**src/rtl/hrt_pkg.sv**
```systemverilog
package hrt_pkg;

    localparam int unsigned ADDR_W   = 2;
    localparam int unsigned BIT_EN   = 0;
    localparam int unsigned BIT_FLAG = 1;

    typedef enum logic [ADDR_W-1:0] {
        A_RELOAD = 2'd0,
        A_CTRL   = 2'd1,
        A_COUNT  = 2'd2
    } hrt_addr_e;

    typedef struct packed {
        logic flag;
        logic en;
    } hrt_ctrl_t;

    typedef enum logic [1:0] {
        WK_NONE,
        WK_IRQ,
        WK_RST
    } hrt_wake_e;

    // Reset exit takes priority over interrupt exit
    function automatic hrt_wake_e wake_cause(input logic irq_w, input logic rst_w);
        if (rst_w)      return WK_RST;
        else if (irq_w) return WK_IRQ;
        else            return WK_NONE;
    endfunction

endpackage

```
**src/rtl/hrt_stopctl.sv**
```systemverilog
module hrt_stopctl
    import hrt_pkg::*;
(
    input  logic clk,
    input  logic rst,
    input  logic stop_enter,
    input  logic wake_irq,
    input  logic wake_rst,
    output logic stopped,
    output logic rst_exit
);

    hrt_wake_e cause;

    always_comb begin
        cause    = stopped ? wake_cause(wake_irq, wake_rst) : WK_NONE;
        rst_exit = (cause == WK_RST);
    end

    always_ff @(posedge clk) begin
        if (rst) begin
            stopped <= 1'b0;
        end else if (cause != WK_NONE) begin
            stopped <= 1'b0;
        end else if (stop_enter) begin
            stopped <= 1'b1;
        end
    end

    // an interrupt wake leaves stop
    p_irq_exit_r9: assert property (@(posedge clk) disable iff (rst)
        stopped && wake_irq && !wake_rst |=> !stopped);

    // stop persists with no wake
    p_stop_hold_r8: assert property (@(posedge clk) disable iff (rst)
        stopped && !wake_irq && !wake_rst |=> stopped);

    // wake strobes outside stop cannot enter stop
    p_wake_outside_r11: assert property (@(posedge clk) disable iff (rst)
        !stopped && !stop_enter |=> !stopped);

endmodule

```
**src/rtl/hrt_regs.sv**
```systemverilog
module hrt_regs
    import hrt_pkg::*;
#(
    parameter int unsigned CNT_W = 8
) (
    input  logic             clk,
    input  logic             rst,
    input  logic             bus_wr,
    input  hrt_addr_e        bus_addr,
    input  logic [CNT_W-1:0] bus_wdata,
    input  logic             rst_exit,
    input  logic             tc_evt,
    output logic [CNT_W-1:0] reload,
    output hrt_ctrl_t        ctrl,
    output logic             load_req
);

    logic wr_reload;
    logic wr_ctrl;
    logic clr_req;

    always_comb begin
        wr_reload = bus_wr && (bus_addr == A_RELOAD);
        wr_ctrl   = bus_wr && (bus_addr == A_CTRL);
        clr_req   = wr_ctrl && bus_wdata[BIT_FLAG];
        load_req  = wr_reload && !ctrl.en;
    end

    always_ff @(posedge clk) begin
        if (rst) begin
            reload <= '0;
        end else if (wr_reload) begin
            reload <= bus_wdata;
        end
    end

    always_ff @(posedge clk) begin
        if (rst) begin
            ctrl.en <= 1'b0;
        end else if (rst_exit) begin
            ctrl.en <= 1'b0;
        end else if (wr_ctrl) begin
            ctrl.en <= bus_wdata[BIT_EN];
        end
    end

    always_ff @(posedge clk) begin
        if (rst) begin
            ctrl.flag <= 1'b0;
        end else if (tc_evt) begin
            ctrl.flag <= 1'b1;
        end else if (clr_req) begin
            ctrl.flag <= 1'b0;
        end
    end

    // a reset exit leaves the timer disabled
    p_rst_exit_off_r10: assert property (@(posedge clk) disable iff (rst)
        rst_exit |=> !ctrl.en);

    // terminal count raises the flag
    p_flag_set_r4: assert property (@(posedge clk) disable iff (rst)
        tc_evt |=> ctrl.flag);

    // flag is sticky without a clearing write
    p_flag_sticky_r5: assert property (@(posedge clk) disable iff (rst)
        ctrl.flag && !clr_req |=> ctrl.flag);

endmodule

```
**src/rtl/hrt_counter.sv**
```systemverilog
module hrt_counter #(
    parameter int unsigned CNT_W = 8
) (
    input  logic             clk,
    input  logic             rst,
    input  logic             tick,
    input  logic             run,
    input  logic             load_req,
    input  logic [CNT_W-1:0] load_val,
    input  logic [CNT_W-1:0] reload,
    output logic [CNT_W-1:0] count,
    output logic             tc_evt
);

    logic step;
    logic at_zero;

    always_comb begin
        step    = run && tick;
        at_zero = (count == '0);
        tc_evt  = step && at_zero && !load_req;
    end

    always_ff @(posedge clk) begin
        if (rst) begin
            count <= '0;
        end else if (load_req) begin
            count <= load_val;
        end else if (step) begin
            count <= at_zero ? reload : count - 1'b1;
        end
    end

    // without a step or load the count holds
    p_hold_idle_r8: assert property (@(posedge clk) disable iff (rst)
        !(run && tick) && !load_req |=> $stable(count));

    // a step from nonzero decrements by one
    p_dec_r3: assert property (@(posedge clk) disable iff (rst)
        run && tick && (count != '0) && !load_req |=> count == $past(count) - 1'b1);

    // a step from zero reloads
    p_reload_r4: assert property (@(posedge clk) disable iff (rst)
        run && tick && (count == '0) && !load_req |=> count == $past(reload));

endmodule

```
**src/rtl/hrt_timer.sv**
```systemverilog
module hrt_timer
    import hrt_pkg::*;
#(
    parameter int unsigned CNT_W = 8
) (
    input  logic             clk,
    input  logic             rst,
    input  logic             tick,
    input  logic             stop_enter,
    input  logic             wake_irq,
    input  logic             wake_rst,
    input  logic             bus_wr,
    input  logic [1:0]       bus_addr,
    input  logic [CNT_W-1:0] bus_wdata,
    output logic [CNT_W-1:0] bus_rdata,
    output logic             irq
);

    hrt_addr_e        addr;
    logic             stopped;
    logic             rst_exit;
    logic             tc_evt;
    logic             load_req;
    logic             run;
    logic [CNT_W-1:0] reload;
    logic [CNT_W-1:0] count;
    hrt_ctrl_t        ctrl;

    assign addr = hrt_addr_e'(bus_addr);

    hrt_stopctl u_stop (
        .clk        (clk),
        .rst        (rst),
        .stop_enter (stop_enter),
        .wake_irq   (wake_irq),
        .wake_rst   (wake_rst),
        .stopped    (stopped),
        .rst_exit   (rst_exit)
    );

    hrt_regs #(.CNT_W(CNT_W)) u_regs (
        .clk       (clk),
        .rst       (rst),
        .bus_wr    (bus_wr),
        .bus_addr  (addr),
        .bus_wdata (bus_wdata),
        .rst_exit  (rst_exit),
        .tc_evt    (tc_evt),
        .reload    (reload),
        .ctrl      (ctrl),
        .load_req  (load_req)
    );

    assign run = ctrl.en && !stopped;

    hrt_counter #(.CNT_W(CNT_W)) u_cnt (
        .clk      (clk),
        .rst      (rst),
        .tick     (tick),
        .run      (run),
        .load_req (load_req),
        .load_val (bus_wdata),
        .reload   (reload),
        .count    (count),
        .tc_evt   (tc_evt)
    );

    always_comb begin
        bus_rdata = '0;
        case (addr)
            A_RELOAD: bus_rdata = reload;
            A_CTRL:   begin
                bus_rdata[BIT_EN]   = ctrl.en;
                bus_rdata[BIT_FLAG] = ctrl.flag;
            end
            A_COUNT:  bus_rdata = count;
            default:  bus_rdata = '0;
        endcase
    end

    assign irq = ctrl.flag;

    // nothing runs or flags in the cycle after reset
    p_reset_r1: assert property (@(posedge clk)
        rst |=> !irq && !stopped && !ctrl.en);

endmodule

```
**config.mk**
```make
export PLATFORM = sky130hd
export DESIGN_NAME = hrt_timer
export DESIGN_NICKNAME = d
export VERILOG_FILES = /design/src/rtl/hrt_pkg.sv /design/src/rtl/hrt_stopctl.sv /design/src/rtl/hrt_regs.sv /design/src/rtl/hrt_counter.sv /design/src/rtl/hrt_timer.sv
export SDC_FILE = /design/constraint.sdc
export NUM_CORES = 1
export LEC_CHECK = 0
export ABC_AREA = 1
export ABC_CLOCK_PERIOD_IN_PS = 3700
export BUFFER_PORTS_ARGS = -buffer_cell sky130_fd_sc_hd__clkbuf_2
export CAP_MARGIN = 0
export CORE_MARGIN = 4
export CORE_UTILIZATION = 57
export DETAILED_ROUTE_END_ITERATION = 16
export GPL_ROUTABILITY_DRIVEN = 0
export GPL_TIMING_DRIVEN = 0
export PLACE_DENSITY = 0.81
export SLEW_MARGIN = 20
export SYNTH_ARGS = -nofsm -noshare
export SYNTH_HDL_FRONTEND = slang
export SYNTH_SLANG_ARGS = --single-unit
```
**constraint.sdc**
```tcl
create_clock -name clk -period 3.7 [get_ports clk]
set_input_delay 0.555 -clock clk [delete_from_list [all_inputs] [get_ports clk]]
set_output_delay 0.555 -clock clk [all_outputs]
set_load 0.02 [all_outputs]
```
== After elaboration in Yosys (flattened, before gate mapping) ==
Cells that the tools add are included.
Cells by class
  $add $sub $neg: 1
  multiplexer cells: 10
  eq/ne operators: 3
  reduce and logical (&&, ||, !) cells: 18
Operator list (count)
  $mux 8: 3
  $pmux 6 s2: 1
  $logic_and 1x1->1: 8
  $logic_not 8->1: 1
  $sub 8x1->8 const B: 1
  $pmux 2 s3: 1
  $reduce_bool 2->1: 3
  $eq 2x2->1 const B: 2
  $mux 2: 2
  $reduce_or 2->1: 2
  $logic_not 1->1: 3
  $mux 1: 3
  $eq 2x1->1 const B: 1
  $logic_not 2->1: 1
Word-level totals
  input bits: 17
  register bits: 19
  output and inout port bits: 9

== Depth between registers and ports, before layout ==
  depth in word-level cells: 6
  gate-level depth with buffers: 9

== By module ==
From an unflattened synthesis, not the netlist that was laid out.
Second synthesis, totals
  cell total of the unflattened synthesis: 200
  area, all modules: 1285.0 µm²
By module, submodules not included
  hrt_counter: area an instance 704.4 µm², instances 1, cells each 110
  hrt_regs: area an instance 379.1 µm², instances 1, cells each 49
  hrt_timer: area an instance 150.1 µm², instances 1, cells each 32
  hrt_stopctl: area an instance 51.3 µm², instances 1, cells each 9

== Worst setup path before layout ==
No wires, ideal clock.
  path type: input to output
  start: in bus_addr[1]
  end: out bus_rdata[0]
  slack: 1.909 ns
  stages on the path: 3
  data required time: 3.145 ns
  arrival time: 1.236 ns
  cell sequence: inv_2 nand2_1 o221ai_1
Between the ends
  cells in the longest elaborated chain, start to end: 2
Ends and longest elaborated chain
  start, declared: line hrt_timer.sv:13  | input logic [1:0] bus_addr,
  $eq 2x2->1 (tied with other cells): line hrt_timer.sv:70  | case (addr)
  $pmux 2 s3 *: line hrt_timer.sv:70
  end, declared: line hrt_timer.sv:15  | output logic [CNT_W-1:0] bus_rdata,
Mark *: on every way between the ends. The rest lies on a longest branch, timed or not.

== Final worst setup path ==
  start: in bus_addr[0]
  end: out bus_rdata[1]
Same word-level chain as after synthesis.

==> run metrics <==
routed vias/inst 5.475; max-cap violation count 0; post-CTS setup buffer count 0; CTS hold repair buffers 0; startpoint of the worst hold path wake_irq; die area 0.002913 mm2; Design Power 0.0004618 W; register area share after synthesis 31.57%; hold crit path type primary input to flip-flop; most common cell after layout, fill and taps aside nand2_1; fmax 0.4958 GHz; max_slew headroom 79.53%; fillers 178; H-tree lvl count 1; antenna diode count 0; Root Driver clkbuf_4; GRT Overall Usage 25.65%; setup TNS 0 ps; Reg2Reg Capture Point u_cnt.count[4]$_SDFFE_PP0P_; reg2reg path depth 8; DP Worst Slack 1687 ps; R2R Path Start u_cnt.count[0]$_SDFFE_PP0P_; Critical Path RT 3140 ps; Worst Hold End u_stop.stopped$_SDFFE_PP0P_; initial antenna violation count 0; final setup vio count 0; first-pass GRT wire length 5471 um; worst-path cell chain clkbuf_2, inv_2, nand2_1, o221ai_1, clkbuf_2; Setup crit end kind primary output; P_leak 0.6418 nW; post-synthesis cell type count 21; DRT iter0 DRCs 45; setup ws final 1683 ps; Area growth, synth to finish 14.95%; Clock Path Buffers 2; cts repair resizes 0; CP Launch Point bus_addr[0]; Max Clock Skew 5.733 ps; worst slew pin tran 305.9 ps; minimum clock period 2017 ps; crit start category primary input; CTS tree yes; cell count after synthesis 181; Worst Setup Path Type primary input to primary output; crit-path max FO 8; initial cell density of the core 60.80%; I/O pin count 26; vias in the first global route 1295; final net count 229; commonest cells after routing, fill and taps aside nand2_1 (38), inv_1 (29), clkbuf_2 (24), nand3_1 (21); via count 1292; hold depth 2; pin count of the biggest net entering global routing 11; DRC viols 0; Crit path top cell by count clkbuf_2; worst-skew pair later-pin latency 290 ps; Max Slew Vio Count 0; global route overflow 0; Die H 53.98 um; status complete, no violations; cell area after synthesis 0.001205 mm2; syn nets 200; fin crit share 54.51%; slowest CP cell o221ai_1; Routed Antenna Nets 0; Max VDD drop 0.2079 mV; Wirelength per Cell 13.38 um; layout cells sized above 1 21.53%; crit-path max cell delay 270 ps; Syn Area/Cell 6.657 um2; PwrDens 333.4 mW/mm2; Clk pin slew, worst setup/hold paths 110 ps; RSZ-0062 raised after global routing no; crit path DAT 1460 ps; die width 53.98 um; flops & latches, synth 19; IO Port Bufs 24; clk sinks 19; DR pass1 iterations 5; core area 0.001982 mm2; r2r setup slk 2280 ps; DRT Wirelength 3157 um; num rows 16; Num CTS Buffers 3; HPWL Detailed 2439 um; final hold vios 0; Yosys Warn Count 0
## through the flow
step	cells	hold slack (ps)	instance area [um2]	utilization (%)
floorplan	181	457.3	1205	-
global placement	232	476.5	1359	68.56
detailed placement	232	490.2	1359	68.56
CTS	236	450.3	1385	69.89
global route	236	445.3	1385	69.89
finish	236	443.2	1385	69.89
## power by group
group / switching, W / total, W / internal (W)
sequential: 0.00000842 / 0.000224 / 0.000215
clock: 0.0000652 / 0.000107 / 0.0000419
combinational: 0.0000835 / 0.000131 / 0.0000476
total: 0.000157 / 0.000462 / 0.000305
## cell families after synthesis
family | after synthesis | share of synthesized area (%)
buffers and inverters | 37 | 13.81
DFF | 19 | 31.57
adders and majority gates | 2 | 2.077
and+or+nand+nor | 85 | 31.98
AOI/OAI and AO/OA | 37 | 19.83
xor gates and xnor gates | 1 | 0.7270
## synth_stat cells, drive strengths merged
library cell  count  area share [%]
a211oi           10             6.2
nand4             1             1.8
nor2             23             8.0
buf               5             3.8
o21ai             4             1.7
o22ai             6             3.1
dfxtp            19              32
a21oi            14             6.7
ha                2             2.1
nand3            23              10
inv              32              10
o221ai            2             1.5
nand2            38              12
xnor2             1            0.73
a21o              1            0.62
## layer usage
layer	vias up	routed length, um	global-route usage (%)
li1	651	-	-
met1	587	1349	31.49
met2	49	1558	44.76
met3	5	190	3.047
met4	0	58	10.79
met5	-	0	0
## sequential cells by signal, indices dropped and copies added, names as in the netlist
name            count
u_cnt.count         8
u_regs.reload       8
u_regs.ctrl         2
u_stop.stopped      1
## critical path, delay by kind of cell
kind	cells	cell delay (ps)
compound gates	1	270
buf+inv	3	430
simple gates	1	200
## cell type report
cell class,count,area [um2],share of cell area [%]
multi-input cells,125,658.1,47.52
repair buffers,24,120.1,8.672
well taps,27,33.78,2.439
plain buffers,5,46.29,3.342
flip-flops and latches,19,380.4,27.46
inverters,32,120.1,8.672
clock buffers,4,26.28,1.897
## worst max path at each step
stage / to / slack, ps
after CTS: bus_rdata[1] / 1680
after floorplan: bus_rdata[0] / 1910
final: bus_rdata[1] / 1680
after global routing: bus_rdata[1] / 1620
after global placement: bus_rdata[0] / 1750
after detailed placement: bus_rdata[1] / 1690
Power figures use the tool's default switching activity.
